<file path="config.mk">
export PLATFORM = sky130hd
export DESIGN_NAME = pgw_walker
export DESIGN_NICKNAME = d
export VERILOG_FILES = /design/src/rtl/pgw_pkg.sv /design/src/rtl/pgw_entry_addr.sv /design/src/rtl/pgw_pte_decode.sv /design/src/rtl/pgw_walker.sv
export SDC_FILE = /design/constraint.sdc
export NUM_CORES = 1
export LEC_CHECK = 0
export BUFFER_PORTS_ARGS = -buffer_cell sky130_fd_sc_hd__buf_4
export CAP_MARGIN = 30
export CORE_ASPECT_RATIO = 1.75
export CORE_UTILIZATION = 47
export DETAILED_ROUTE_END_ITERATION = 10
export PLACE_DENSITY = 0.76
export SLEW_MARGIN = 20
export SYNTH_ARGS = -nofsm -noshare
export SYNTH_HDL_FRONTEND = slang
export SYNTH_SLANG_ARGS = --single-unit
export TNS_END_PERCENT = 20
</file>
<file path="constraint.sdc">
create_clock -name clk -period 2.4 [get_ports clk]
set_input_delay 0.48 -clock clk [delete_from_list [all_inputs] [get_ports clk]]
set_output_delay 0.48 -clock clk [all_outputs]
set_load 0.05 [all_outputs]
</file>
<file path="src/rtl/pgw_pkg.sv">
package pgw_pkg;
    typedef enum logic [1:0] {
        ST_IDLE    = 2'd0,
        ST_READ    = 2'd1,
        ST_RESPOND = 2'd2
    } walk_st_e;
endpackage

</file>
<file path="src/rtl/pgw_entry_addr.sv">
// Byte address of the table entry for a virtual page number.
module pgw_entry_addr #(
    parameter int VA_W        = 32,
    parameter int VPN_W       = 20,
    parameter int ENTRY_SHIFT = 2
) (
    input  logic [VA_W-1:0]  base,
    input  logic [VPN_W-1:0] vpn,
    output logic [VA_W-1:0]  addr
);
    localparam int PAD_W = VA_W - VPN_W;

    logic [VA_W-1:0] vpn_ext;

    always_comb begin
        vpn_ext = {{PAD_W{1'b0}}, vpn};
        addr    = base + (vpn_ext << ENTRY_SHIFT);
    end
endmodule

</file>
<file path="src/rtl/pgw_pte_decode.sv">
// Splits a table entry into the resident flag, frame number and attributes.
module pgw_pte_decode #(
    parameter int PTE_W = 32,
    parameter int PPN_W = 18
) (
    input  logic [PTE_W-1:0]         pte,
    output logic                     resident,
    output logic [PPN_W-1:0]         ppn,
    output logic [PTE_W-PPN_W-2:0]   attr
);
    localparam int VALID_BIT = PTE_W - 1;

    always_comb begin
        resident = pte[VALID_BIT];
        ppn      = pte[PPN_W-1:0];
        attr     = pte[VALID_BIT-1:PPN_W];
    end
endmodule

</file>
<file path="src/rtl/pgw_walker.sv">
module pgw_walker #(
    parameter int          VA_W       = 32,
    parameter int          OFF_W      = 12,
    parameter int          PA_W       = 30,
    parameter int          PTE_W      = 32,
    parameter logic [31:0] RESET_BASE = 32'h0
) (
    input  logic                          clk,
    input  logic                          rst_n,
    input  logic                          ctx_load,
    input  logic [VA_W-1:0]               ctx_base,
    input  logic                          req_valid,
    output logic                          req_ready,
    input  logic [VA_W-1:0]               req_vaddr,
    output logic                          mem_req_valid,
    input  logic                          mem_req_ready,
    output logic [VA_W-1:0]               mem_req_addr,
    input  logic                          mem_rsp_valid,
    input  logic [PTE_W-1:0]              mem_rsp_data,
    output logic                          rsp_valid,
    input  logic                          rsp_ready,
    output logic                          rsp_fault,
    output logic [PA_W-1:0]               rsp_paddr,
    output logic [PTE_W-(PA_W-OFF_W)-2:0] rsp_attr,
    output logic [VA_W-1:0]               rsp_vaddr
);
    import pgw_pkg::*;

    localparam int VPN_W       = VA_W - OFF_W;
    localparam int PPN_W       = PA_W - OFF_W;
    localparam int ATTR_W      = PTE_W - PPN_W - 1;
    localparam int ENTRY_SHIFT = $clog2(PTE_W / 8);

    typedef struct packed {
        walk_st_e          st;
        logic              issued;
        logic              fault;
        logic [VA_W-1:0]   base;
        logic [VA_W-1:0]   vaddr;
        logic [VA_W-1:0]   ent;
        logic [PA_W-1:0]   paddr;
        logic [ATTR_W-1:0] attr;
    } walk_regs_t;

    walk_regs_t r_d, r_q;

    logic [VA_W-1:0]   ent_calc;
    logic              pte_resident;
    logic [PPN_W-1:0]  pte_ppn;
    logic [ATTR_W-1:0] pte_attr;

    pgw_entry_addr #(
        .VA_W(VA_W), .VPN_W(VPN_W), .ENTRY_SHIFT(ENTRY_SHIFT)
    ) u_eaddr (
        .base (r_q.base),
        .vpn  (req_vaddr[VA_W-1:OFF_W]),
        .addr (ent_calc)
    );

    pgw_pte_decode #(
        .PTE_W(PTE_W), .PPN_W(PPN_W)
    ) u_dec (
        .pte      (mem_rsp_data),
        .resident (pte_resident),
        .ppn      (pte_ppn),
        .attr     (pte_attr)
    );

    always_comb begin
        r_d = r_q;
        if (ctx_load) begin
            r_d.base = ctx_base;
        end
        case (r_q.st)
            ST_IDLE: begin
                if (req_valid) begin
                    r_d.vaddr  = req_vaddr;
                    r_d.ent    = ent_calc;
                    r_d.issued = 1'b0;
                    r_d.st     = ST_READ;
                end
            end
            ST_READ: begin
                if (!r_q.issued && mem_req_ready) begin
                    r_d.issued = 1'b1;
                end
                if (r_q.issued && mem_rsp_valid) begin
                    r_d.fault = !pte_resident;
                    if (pte_resident) begin
                        r_d.paddr = {pte_ppn, r_q.vaddr[OFF_W-1:0]};
                        r_d.attr  = pte_attr;
                    end else begin
                        r_d.paddr = '0;
                        r_d.attr  = '0;
                    end
                    r_d.st = ST_RESPOND;
                end
            end
            ST_RESPOND: begin
                if (rsp_ready) begin
                    r_d.st = ST_IDLE;
                end
            end
            default: r_d.st = ST_IDLE;
        endcase
    end

    always_ff @(posedge clk) begin
        if (!rst_n) begin
            r_q        <= '0;
            r_q.st     <= ST_IDLE;
            r_q.base   <= RESET_BASE[VA_W-1:0];
        end else begin
            r_q <= r_d;
        end
    end

    assign req_ready     = (r_q.st == ST_IDLE);
    assign mem_req_valid = (r_q.st == ST_READ) && !r_q.issued;
    assign mem_req_addr  = r_q.ent;
    assign rsp_valid     = (r_q.st == ST_RESPOND);
    assign rsp_fault     = r_q.fault;
    assign rsp_paddr     = r_q.paddr;
    assign rsp_attr      = r_q.attr;
    assign rsp_vaddr     = r_q.vaddr;
endmodule

</file>
==> flow_summary.toml, run 1 <==
[synthesis]
yosysWarningCount = 0
synth_top_area_share = 0.389
largest_family_of_logic_cells_by_synthesized_area = "simple AND/OR/NAND/NOR gates"
largest_cells_by_area_after_synthesis = "sky130_fd_sc_hd__dfxtp_1, sky130_fd_sc_hd__buf_4, sky130_fd_sc_hd__nand2_1, sky130_fd_sc_hd__a21boi_0, sky130_fd_sc_hd__mux2i_1"
netlist.top_cell.by_area = "sky130_fd_sc_hd__dfxtp_1"
synthArstFlopShare = 0
yosys.area_share.simple = 0.187
mappedNetlistNets = 992
postSynth.topFlopCell = "sky130_fd_sc_hd__dfxtp_1"
yosysSeqAreaShare = 0.389
post_synth_edffs = 0
synth_xor_xnor_area_share = 0.0238
syn-cell-area_um2 = 7360
synth_compound_gate_area_share = 0.178
synth-seq-cells = 143
synth.lib_cells_used.distinct = 55
synth-adder-area-share = 0.0367
muxShareOfSynthArea = 0.0449
synthesis.instances = 868
postSynthAreaPerCell_um2 = 8.47

[placed_design]
hpwlAfterDp_um = 13300
io_buffers = 213
place_worst_setup_slack_ns = -0.288
place_congestion = 0.851
placement.cell_area_um2 = 8700

[worst_setup_path]
crit_arrival_ns = 2.68
critPathBufInv = 3
slowest_stage = "sky130_fd_sc_hd__dfxtp_1"
crit_top_cell = "sky130_fd_sc_hd__buf_4"
crit_chain = "ha_1 > buf_4 > a21oi_1 > o211a_1 > and2_1 > o21ai_2 > buf_4 > buf_4 > a32oi_1 > xor2_1 > a21oi_1"
cp-end-kind = "flop"
critical-path-top-delay-family = "compound AO/OA/AOI/OAI gates"
critical_path.max_fanout = 4
crit_path_start_kind = "flop"
critPathRequiredTime_ns = 2.70
crit_type = "reg -> reg"
critical-path-max-stage-delay_ns = 0.32

[final_layout]
register_area_um2 = 2860
final_common_cell = "sky130_fd_sc_hd__buf_4"
layout.core_utilization = 0.613
num-nets-final = 1126
fillers = 1374
insertedDiodeCount = 0
most-common-layout-cells = "sky130_fd_sc_hd__buf_4, sky130_fd_sc_hd__nand2_1, sky130_fd_sc_hd__dfxtp_1"
layout_cell_share_with_drive_strength_beyond_1 = 0.321
synthesis_to_layout_area_growth_pct = 27.6
multi_input_comb_area_um2 = 3510
final_area_um2 = 9390

[power_and_ir_drop]
cellInternalPower_uw = 4890
power_switching_share = 0.275
comb_power_share = 0.187
power.sequential.fraction = 0.380
p_per_area_nw_per_um2 = 719
power.share.clock = 0.433
vdd_drop_max_v = 0.000561
power.static_leakage_uw = 0.00410
p_switching_uw = 1860

[floorplan]
io-pin-count = 214
dieArea_um2 = 16200
initial_core_util = 0.480
floorplan.die.height_um = 167
chipWidth_um = 96.6
coreArea_um2 = 15300
num_rows = 60

[grt]
grt.overflow.total = 0
antenna_found_initial = 0
grt_usage = 0.228
grt_pass1_wl_um = 28700
grt_start_max_net_pins = 48
grt_pass1_vias = 6082

[timing]
min_period_ns = 2.38
rsz_0062_raised_after_global_routing = "yes"
finalSetupViolations = 0
worst_pin_slew_ns = 0.578
finalHoldViolCount = 0
timing.clock.skew_ns = 0.0103
slew_viol_final = 0
fmax_mhz = 420
worst_hold_slack_ns = 0.326
slew_headroom = 0.614
timing.final.crit_share = 0.991
layout_setup_ws_ns = 0.0213

[detailed_routing]
detailedRoute.firstIterationViolations = 219
detailedRoute.firstPassIterationCount = 5
detail_route.drc_violations = 0
drtAntennaViolNets = 0
routed_wl_um = 18400
vias_per_cell = 5.26
average_routed_wire_per_standard_cell_um = 15.3
vias = 6308

[clocking]
cts_buffer_depth = 2
clkSlewWorstSetupHoldPaths_ns = 0.06
ctsRootBufferMaster = "sky130_fd_sc_hd__clkbuf_16"
tritoncts = "done"
cts-htree-levels = 4
tritoncts.num_buffers = 17
insertion_delay_ns = 0.41
cts.sink_count = 143

[status]
status = "finished, final reports clean"

[min_path]
hold_path_class = "in -> reg"

[run]
timing.max_cap.violations = 0
## kinds of logic after synthesis
group / Yosys count
and+or+nand+nor: 294
AOI/OAI and AO/OA: 189
buffers and inverters: 168
DFF: 143
muxes: 33
adders and majority gates: 21
xor gates and xnor gates: 20
## state kept, by name (all words and copies together), names as in the netlist
register,flops
rsp_vaddr,32
rsp_paddr,30
r_q,35
rsp_attr,13
rsp_fault,1
mem_req_addr,32
## path summary, 6_finish.rpt
| path | startpoint | to | slack (ns) | cells past startpoint |
|---|---|---|---|---|
| max | r_q[118] | mem_req_addr[30] | 0.02 | 11 |
| min reg2reg | rsp_paddr[5] | rsp_paddr[5] | 0.45 | 2 |
| min | ctx_base[20] | r_q[127] | 0.33 | 3 |
| max reg2reg | r_q[118] | mem_req_addr[30] | 0.02 | 11 |
## tightest hold or removal path: stages
cell	delay (ns)
sky130_fd_sc_hd__buf_4	0.07
sky130_fd_sc_hd__mux2i_1	0.05
sky130_fd_sc_hd__nor2b_1	0.10
## metrics by stage
stage | total power, uW | cells | setup TNS, ns
2_1_floorplan | 3450 | 868 | -0.00332
4_1_cts | 6790 | 1199 | 0
3_5_place_dp | 3860 | 1167 | -2.59
3_3_place_gp | 3840 | 1167 | -1.86
6_report | 6750 | 1200 | 0
5_1_grt | 7000 | 1200 | -0.456
## cell type report
type | instances | area share
Inverter | 9 | 0.00360
Clock buffer | 19 | 0.0472
Multi-Input combinational cell | 557 | 0.374
Timing Repair Buffer | 274 | 0.223
Sequential cell | 143 | 0.305
Tap cell | 186 | 0.0248
Clock inverter | 12 | 0.0221
## metal layers
| layer | track usage | wire length [um] |
|---|---|---|
| met2 | 0.431 | 10000 |
| met4 | 0.121 | 763 |
| met3 | 0.0363 | 882 |
| met5 | 0 | 0 |
| met1 | 0.226 | 6710 |
## power by group through the flow
stage	Combinational, uW	Sequential, uW	Clock, uW
2_1_floorplan	866	2590	0
3_3_place_gp	1230	2610	0
3_5_place_dp	1240	2610	0
4_1_cts	1250	2560	2980
5_1_grt	1350	2580	3070
6_report	1260	2560	2920
## synth_stat cells, types with 3 or more instances
cell / number
sky130_fd_sc_hd__nor2_1: 14
sky130_fd_sc_hd__dfxtp_1: 143
sky130_fd_sc_hd__o21ai_1: 4
sky130_fd_sc_hd__a21boi_0: 64
sky130_fd_sc_hd__o21ai_0: 29
sky130_fd_sc_hd__buf_1: 3
sky130_fd_sc_hd__o211a_1: 4
sky130_fd_sc_hd__nand4_1: 8
sky130_fd_sc_hd__nand2b_1: 4
sky130_fd_sc_hd__o21a_1: 6
sky130_fd_sc_hd__o21bai_1: 3
sky130_fd_sc_hd__ha_1: 20
sky130_fd_sc_hd__a31oi_1: 3
sky130_fd_sc_hd__xnor2_1: 9
sky130_fd_sc_hd__a21o_1: 8
sky130_fd_sc_hd__xor2_1: 11
sky130_fd_sc_hd__inv_1: 9
sky130_fd_sc_hd__nor3_1: 3
sky130_fd_sc_hd__a21boi_1: 19
sky130_fd_sc_hd__nor2b_1: 35
sky130_fd_sc_hd__mux2i_1: 33
sky130_fd_sc_hd__and2_1: 13
sky130_fd_sc_hd__nand2_1: 150
sky130_fd_sc_hd__nand3_1: 56
sky130_fd_sc_hd__a21oi_1: 25
sky130_fd_sc_hd__buf_4: 107
sky130_fd_sc_hd__o211ai_1: 6
sky130_fd_sc_hd__clkbuf_1: 47
## timing repair
item                       in CTS  in global routing
hold buffers                    0                  0
setup buffers                   1                  1
resized for setup               2                  6
setup endpoints to repair       4                  8
pin swaps                       5                  8
Note: power is estimated with default switching activity, not from simulation.
==> run 2, diff against run 1 <==
CORE_ASPECT_RATIO = default   (was 1.75)
==> flow_summary.toml, run 2 (synthesized netlist as in run 1, its figures left out) <==
[status]
status = "finished, final reports clean"

[power_and_ir_drop]
power.sequential.fraction = 0.405
p_per_area_nw_per_um2 = 690
power.share.clock = 0.403
power_switching_share = 0.281
vdd_drop_max_v = 0.000459
total_power_uw = 6330
power.static_leakage_uw = 0.00397
cellInternalPower_uw = 4550
p_switching_uw = 1780
comb_power_share = 0.192

[floorplan]
dieArea_um2 = 16200
chipWidth_um = 127
num_rows = 45
floorplan.die.height_um = 127
coreArea_um2 = 15300
io-pin-count = 214
initial_core_util = 0.482

[final_layout]
largest_reg_flops = 35
register_area_um2 = 2860
final_area_um2 = 9180
final_common_cell = "sky130_fd_sc_hd__buf_4"
largest-register = "r_q"
layout_cell_share_with_drive_strength_beyond_1 = 0.306
synthesis_to_layout_area_growth_pct = 24.8
num-nets-final = 1108
post_layout_nonfiller_instances = 1206
multi_input_comb_area_um2 = 3500
insertedDiodeCount = 0
most-common-layout-cells = "sky130_fd_sc_hd__buf_4, sky130_fd_sc_hd__nand2_1, sky130_fd_sc_hd__dfxtp_1"
fillers = 1372

[worst_setup_path]
slowest_stage = "sky130_fd_sc_hd__or4_1"
crit_type = "reg -> reg"
crit_path_start_kind = "flop"
critical-path-max-stage-delay_ns = 0.40
crit-reg2reg-launch = "r_q[109]"
crit_start = "r_q[109]"
cp-end-kind = "flop"
crit_arrival_ns = 2.71
crit_chain = "ha_4 > inv_2 > fa_2 > nand2b_4 > a21o_1 > a31o_1 > o21ai_2 > a21oi_2 > or4_1 > a31oi_1"
critPathRequiredTime_ns = 2.73
critical_path.max_fanout = 4

[grt]
grt_pass1_wl_um = 28100
antenna_found_initial = 0
grt_pass1_vias = 5775
grt_start_max_net_pins = 96
grt.overflow.total = 0
grt_usage = 0.217

[timing]
rsz_0062_raised_after_global_routing = "yes"
finalHoldViolCount = 0
worst_pin_slew_ns = 0.590
slew_viol_final = 0
slew_headroom = 0.607
timing.clock.skew_ns = 0.00768
min_period_ns = 2.38
timing.final.crit_share = 0.991
finalSetupViolations = 0
fmax_mhz = 421
worst_hold_slack_ns = 0.320

[detailed_routing]
detailedRoute.firstIterationViolations = 327
average_routed_wire_per_standard_cell_um = 14.1
routed_met2_length_um = 7960
routed_wl_um = 17100
detail_route.drc_violations = 0
detailroute.wirelength.met3_um = 935
detailedRoute.firstPassIterationCount = 4
top_layer = "met4"
drtAntennaViolNets = 0
vias_per_cell = 4.97
vias = 5998
drt-met1-wl_um = 7780

[min_path]
hold_path_start = "ctx_base[17]"
hold_path_class = "in -> reg"

[run]
timing.max_cap.violations = 0

[placed_design]
io_buffers = 213
place_congestion = 0.881
dp.cells = 1176
placement.cell_area_um2 = 8590
hpwlAfterDp_um = 12100

[clocking]
cts.sink_count = 143
cts_hold_buf = 0
cts_buffer_depth = 2
cts-htree-levels = 4
tritoncts = "done"
tritoncts.num_buffers = 17
clkSlewWorstSetupHoldPaths_ns = 0.06
ctsRootBufferMaster = "sky130_fd_sc_hd__clkbuf_16"
insertion_delay_ns = 0.41
## run 2: worst max-delay path, delay by kind of cell, from the launching register on
kind	cells	cell delay [ns]
buf+inv	1	0.04
compound gates	5	0.88
fa+ha+maj	2	0.48
simple gates	2	0.55
flops	1	0.35
## run 2: layer usage
metal  vias up  GRT usage
met3        28     0.0511
li1       3076          -
met2       174      0.362
met1      2720      0.270
met5         -          0
met4         0     0.0875
## run 2: repair_timing
action,in CTS,in global routing
setup buffers,0,0
resized for setup,2,3
pin swaps,3,6
gates cloned,0,0
endpoints found under the hold margin,0,0
endpoints found under the setup margin,4,8
## run 2: through the flow
step | utilization | worst slack [ns] | setup TNS (ns)
after floorplan | - | -0.00332 | -0.00332
after global placement | 0.563 | -0.201 | -1.53
after detailed placement | 0.563 | -0.276 | -2.19
after CTS | 0.601 | -0.0378 | -0.0378
after global routing | 0.602 | -0.109 | -0.202
final | 0.602 | 0.0224 | 0
## run 2: power by group through the flow
stage	clock, uW	sequential [uW]	combinational, uW
after global routing	2710	2580	1320
final	2550	2560	1210
after CTS	2590	2560	1220
after floorplan	0	2590	866
after detailed placement	0	2610	1210
after global placement	0	2610	1200
## run 2: cell type report
| class | count | share of cell area |
|---|---|---|
| Clock buffer | 20 | 0.0497 |
| Clock inverter | 10 | 0.0125 |
| Inverter | 9 | 0.00368 |
| Multi-Input combinational cell | 557 | 0.381 |
| Sequential cell | 143 | 0.312 |
| Tap cell | 211 | 0.0288 |
| Timing Repair Buffer | 256 | 0.212 |
## run 2: final timing paths
kind / end / cells past startpoint / slack [ns]
max: mem_req_addr[28] / 10 / 0.02
min: r_q[124] / 3 / 0.32
max reg2reg: mem_req_addr[28] / 10 / 0.02
min reg2reg: rsp_paddr[20] / 2 / 0.45
==> run 3, diff against run 2 <==
RECOVER_POWER = 25   (was default)
==> flow_summary.toml, run 3 (synthesized netlist as in run 1, its figures left out) <==
[status]
status = "finished, final reports clean"

[worst_setup_path]
r2r_cells = 10
critPathRequiredTime_ns = 2.73
timing.rr.end = "mem_req_addr[28]"
cp-end-kind = "flop"
critical_path.max_fanout = 4
crit_type = "reg -> reg"
crit_path_start_kind = "flop"
crit_arrival_ns = 2.73
timing.reg2reg.setup_slack_ns = 0.008
crit-reg2reg-launch = "r_q[109]"

[power_and_ir_drop]
p_switching_uw = 1770
cellInternalPower_uw = 4540
power.share.clock = 0.404
p_per_area_nw_per_um2 = 697
power_switching_share = 0.281
power.static_leakage_uw = 0.00385
vdd_drop_max_v = 0.000459
power.sequential.fraction = 0.406
comb_power_share = 0.190

[grt]
grt_usage = 0.217
grt.overflow.total = 0
antenna_found_initial = 0
grt_start_max_net_pins = 96
grt_pass1_vias = 5775
grt_pass1_wl_um = 28100

[floorplan]
dieArea_um2 = 16200
chipWidth_um = 127
floorplan.die.height_um = 127
num_rows = 45
coreArea_um2 = 15300
io-pin-count = 214
initial_core_util = 0.482

[timing]
finalHoldViolCount = 0
fmax_mhz = 418
rsz_0062_raised_after_global_routing = "yes"
timing.clock.skew_ns = 0.00784
timing.final.crit_share = 0.997
min_period_ns = 2.39
slew_headroom = 0.185
worst_pin_slew_ns = 1.22
slew_viol_final = 0
finalSetupViolations = 0
layout_setup_ws_ns = 0.00795
worst_hold_slack_ns = 0.320

[clocking]
clkSlewWorstSetupHoldPaths_ns = 0.06
cts-htree-levels = 4
cts.sink_count = 143
ctsRootBufferMaster = "sky130_fd_sc_hd__clkbuf_16"
tritoncts = "done"
tritoncts.num_buffers = 17
insertion_delay_ns = 0.42
cts_buffer_depth = 2

[final_layout]
layout.core_utilization = 0.594
most-common-layout-cells = "sky130_fd_sc_hd__buf_4, sky130_fd_sc_hd__nand2_1, sky130_fd_sc_hd__dfxtp_1"
largest-register = "r_q"
layout_cell_share_with_drive_strength_beyond_1 = 0.278
insertedDiodeCount = 0
num-nets-final = 1108
final_common_cell = "sky130_fd_sc_hd__buf_4"
synthesis_to_layout_area_growth_pct = 23.2
final_area_um2 = 9060
largest_reg_flops = 35

[min_path]
min_delay_worst_endpoint = "r_q[125]"
hold_path_start = "ctx_base[18]"
hold_path_class = "in -> reg"
worst_hold_path_cell_count = 3

[placed_design]
placement.cell_area_um2 = 8590
io_buffers = 213
place_congestion = 0.881
place_worst_setup_slack_ns = -0.276
hpwlAfterDp_um = 12100

[detailed_routing]
vias = 6029
average_routed_wire_per_standard_cell_um = 14.2
vias_per_cell = 5.00
detailedRoute.firstPassIterationCount = 4
routed_wl_um = 17100
detailedRoute.firstIterationViolations = 316
detail_route.drc_violations = 0
drtAntennaViolNets = 0

[run]
timing.max_cap.violations = 0
## run 3: cell types whose count changed in the layout (fill, tap and decap cells not counted)
cell                       previous run  this run
sky130_fd_sc_hd__clkbuf_2             0         2
sky130_fd_sc_hd__clkbuf_1             1        28
sky130_fd_sc_hd__buf_2                0         1
sky130_fd_sc_hd__buf_12               2         1
sky130_fd_sc_hd__buf_4              254       225
## run 3: power groups by stage
stage               clock [uW]  sequential (uW)  combinational (uW)
floorplan                    0             2590                 866
global placement             0             2610                1200
detailed placement           0             2610                1210
CTS                       2590             2560                1220
global route              2710             2580                1300
finish                    2550             2560                1200
## run 3: layer usage
layer | track usage | share of wire | vias up
met1 | 0.270 | 0.46 | 2740
met4 | 0.0875 | 0.023 | 0
met3 | 0.0511 | 0.056 | 31
met2 | 0.362 | 0.47 | 181
met5 | 0 | 0 | -
li1 | - | - | 3077
## run 3: layout make-up
class	instances	area, um2
Tap cell	211	264
Fill cell	1403	6200
Sequential cell	143	2860
Multi-Input combinational cell	557	3500
Clock inverter	10	115
Timing Repair Buffer	256	1830
Inverter	9	33.8
Clock buffer	20	457
## run 3: how the worst max path moves through the flow
stage                        to          start  slack, ns  depth (start not counted)
2_1_floorplan  mem_req_addr[28]  req_vaddr[12]     -0.003                         10
3_3_place_gp   mem_req_addr[25]  req_vaddr[15]      -0.20                          8
3_5_place_dp   mem_req_addr[28]  req_vaddr[12]      -0.28                         11
4_1_cts        mem_req_addr[28]       r_q[109]      -0.04                         10
5_1_grt        mem_req_addr[28]       r_q[109]      -0.11                         10
6_report       mem_req_addr[28]       r_q[109]      0.008                         10
## run 3: what timing repair did
item,in CTS,in global routing
setup buffers,0,0
pin swaps,3,6
setup endpoints to repair,4,8
hold buffers,0,0
resized for setup,2,3
## run 3: per-stage QoR
stage / setup TNS (ns) / power, uW / std cells
after floorplan: -0.00332 / 3450 / 868
after global placement: -1.53 / 3810 / 1176
after detailed placement: -2.19 / 3830 / 1176
after CTS: -0.0378 / 6380 / 1206
after global routing: -0.203 / 6590 / 1206
final: 0 / 6320 / 1206
## run 3: worst max-delay path, cell delays in order, from the launching register on
cell and delay (ns):
sky130_fd_sc_hd__dfxtp_2 0.35, sky130_fd_sc_hd__ha_4 0.14, sky130_fd_sc_hd__inv_2 0.04, sky130_fd_sc_hd__fa_2 0.34, sky130_fd_sc_hd__nand2b_4 0.15, sky130_fd_sc_hd__a21o_1 0.18
sky130_fd_sc_hd__a31o_1 0.21, sky130_fd_sc_hd__o21ai_2 0.22, sky130_fd_sc_hd__a21oi_2 0.12, sky130_fd_sc_hd__or4_1 0.40, sky130_fd_sc_hd__a31oi_1 0.18
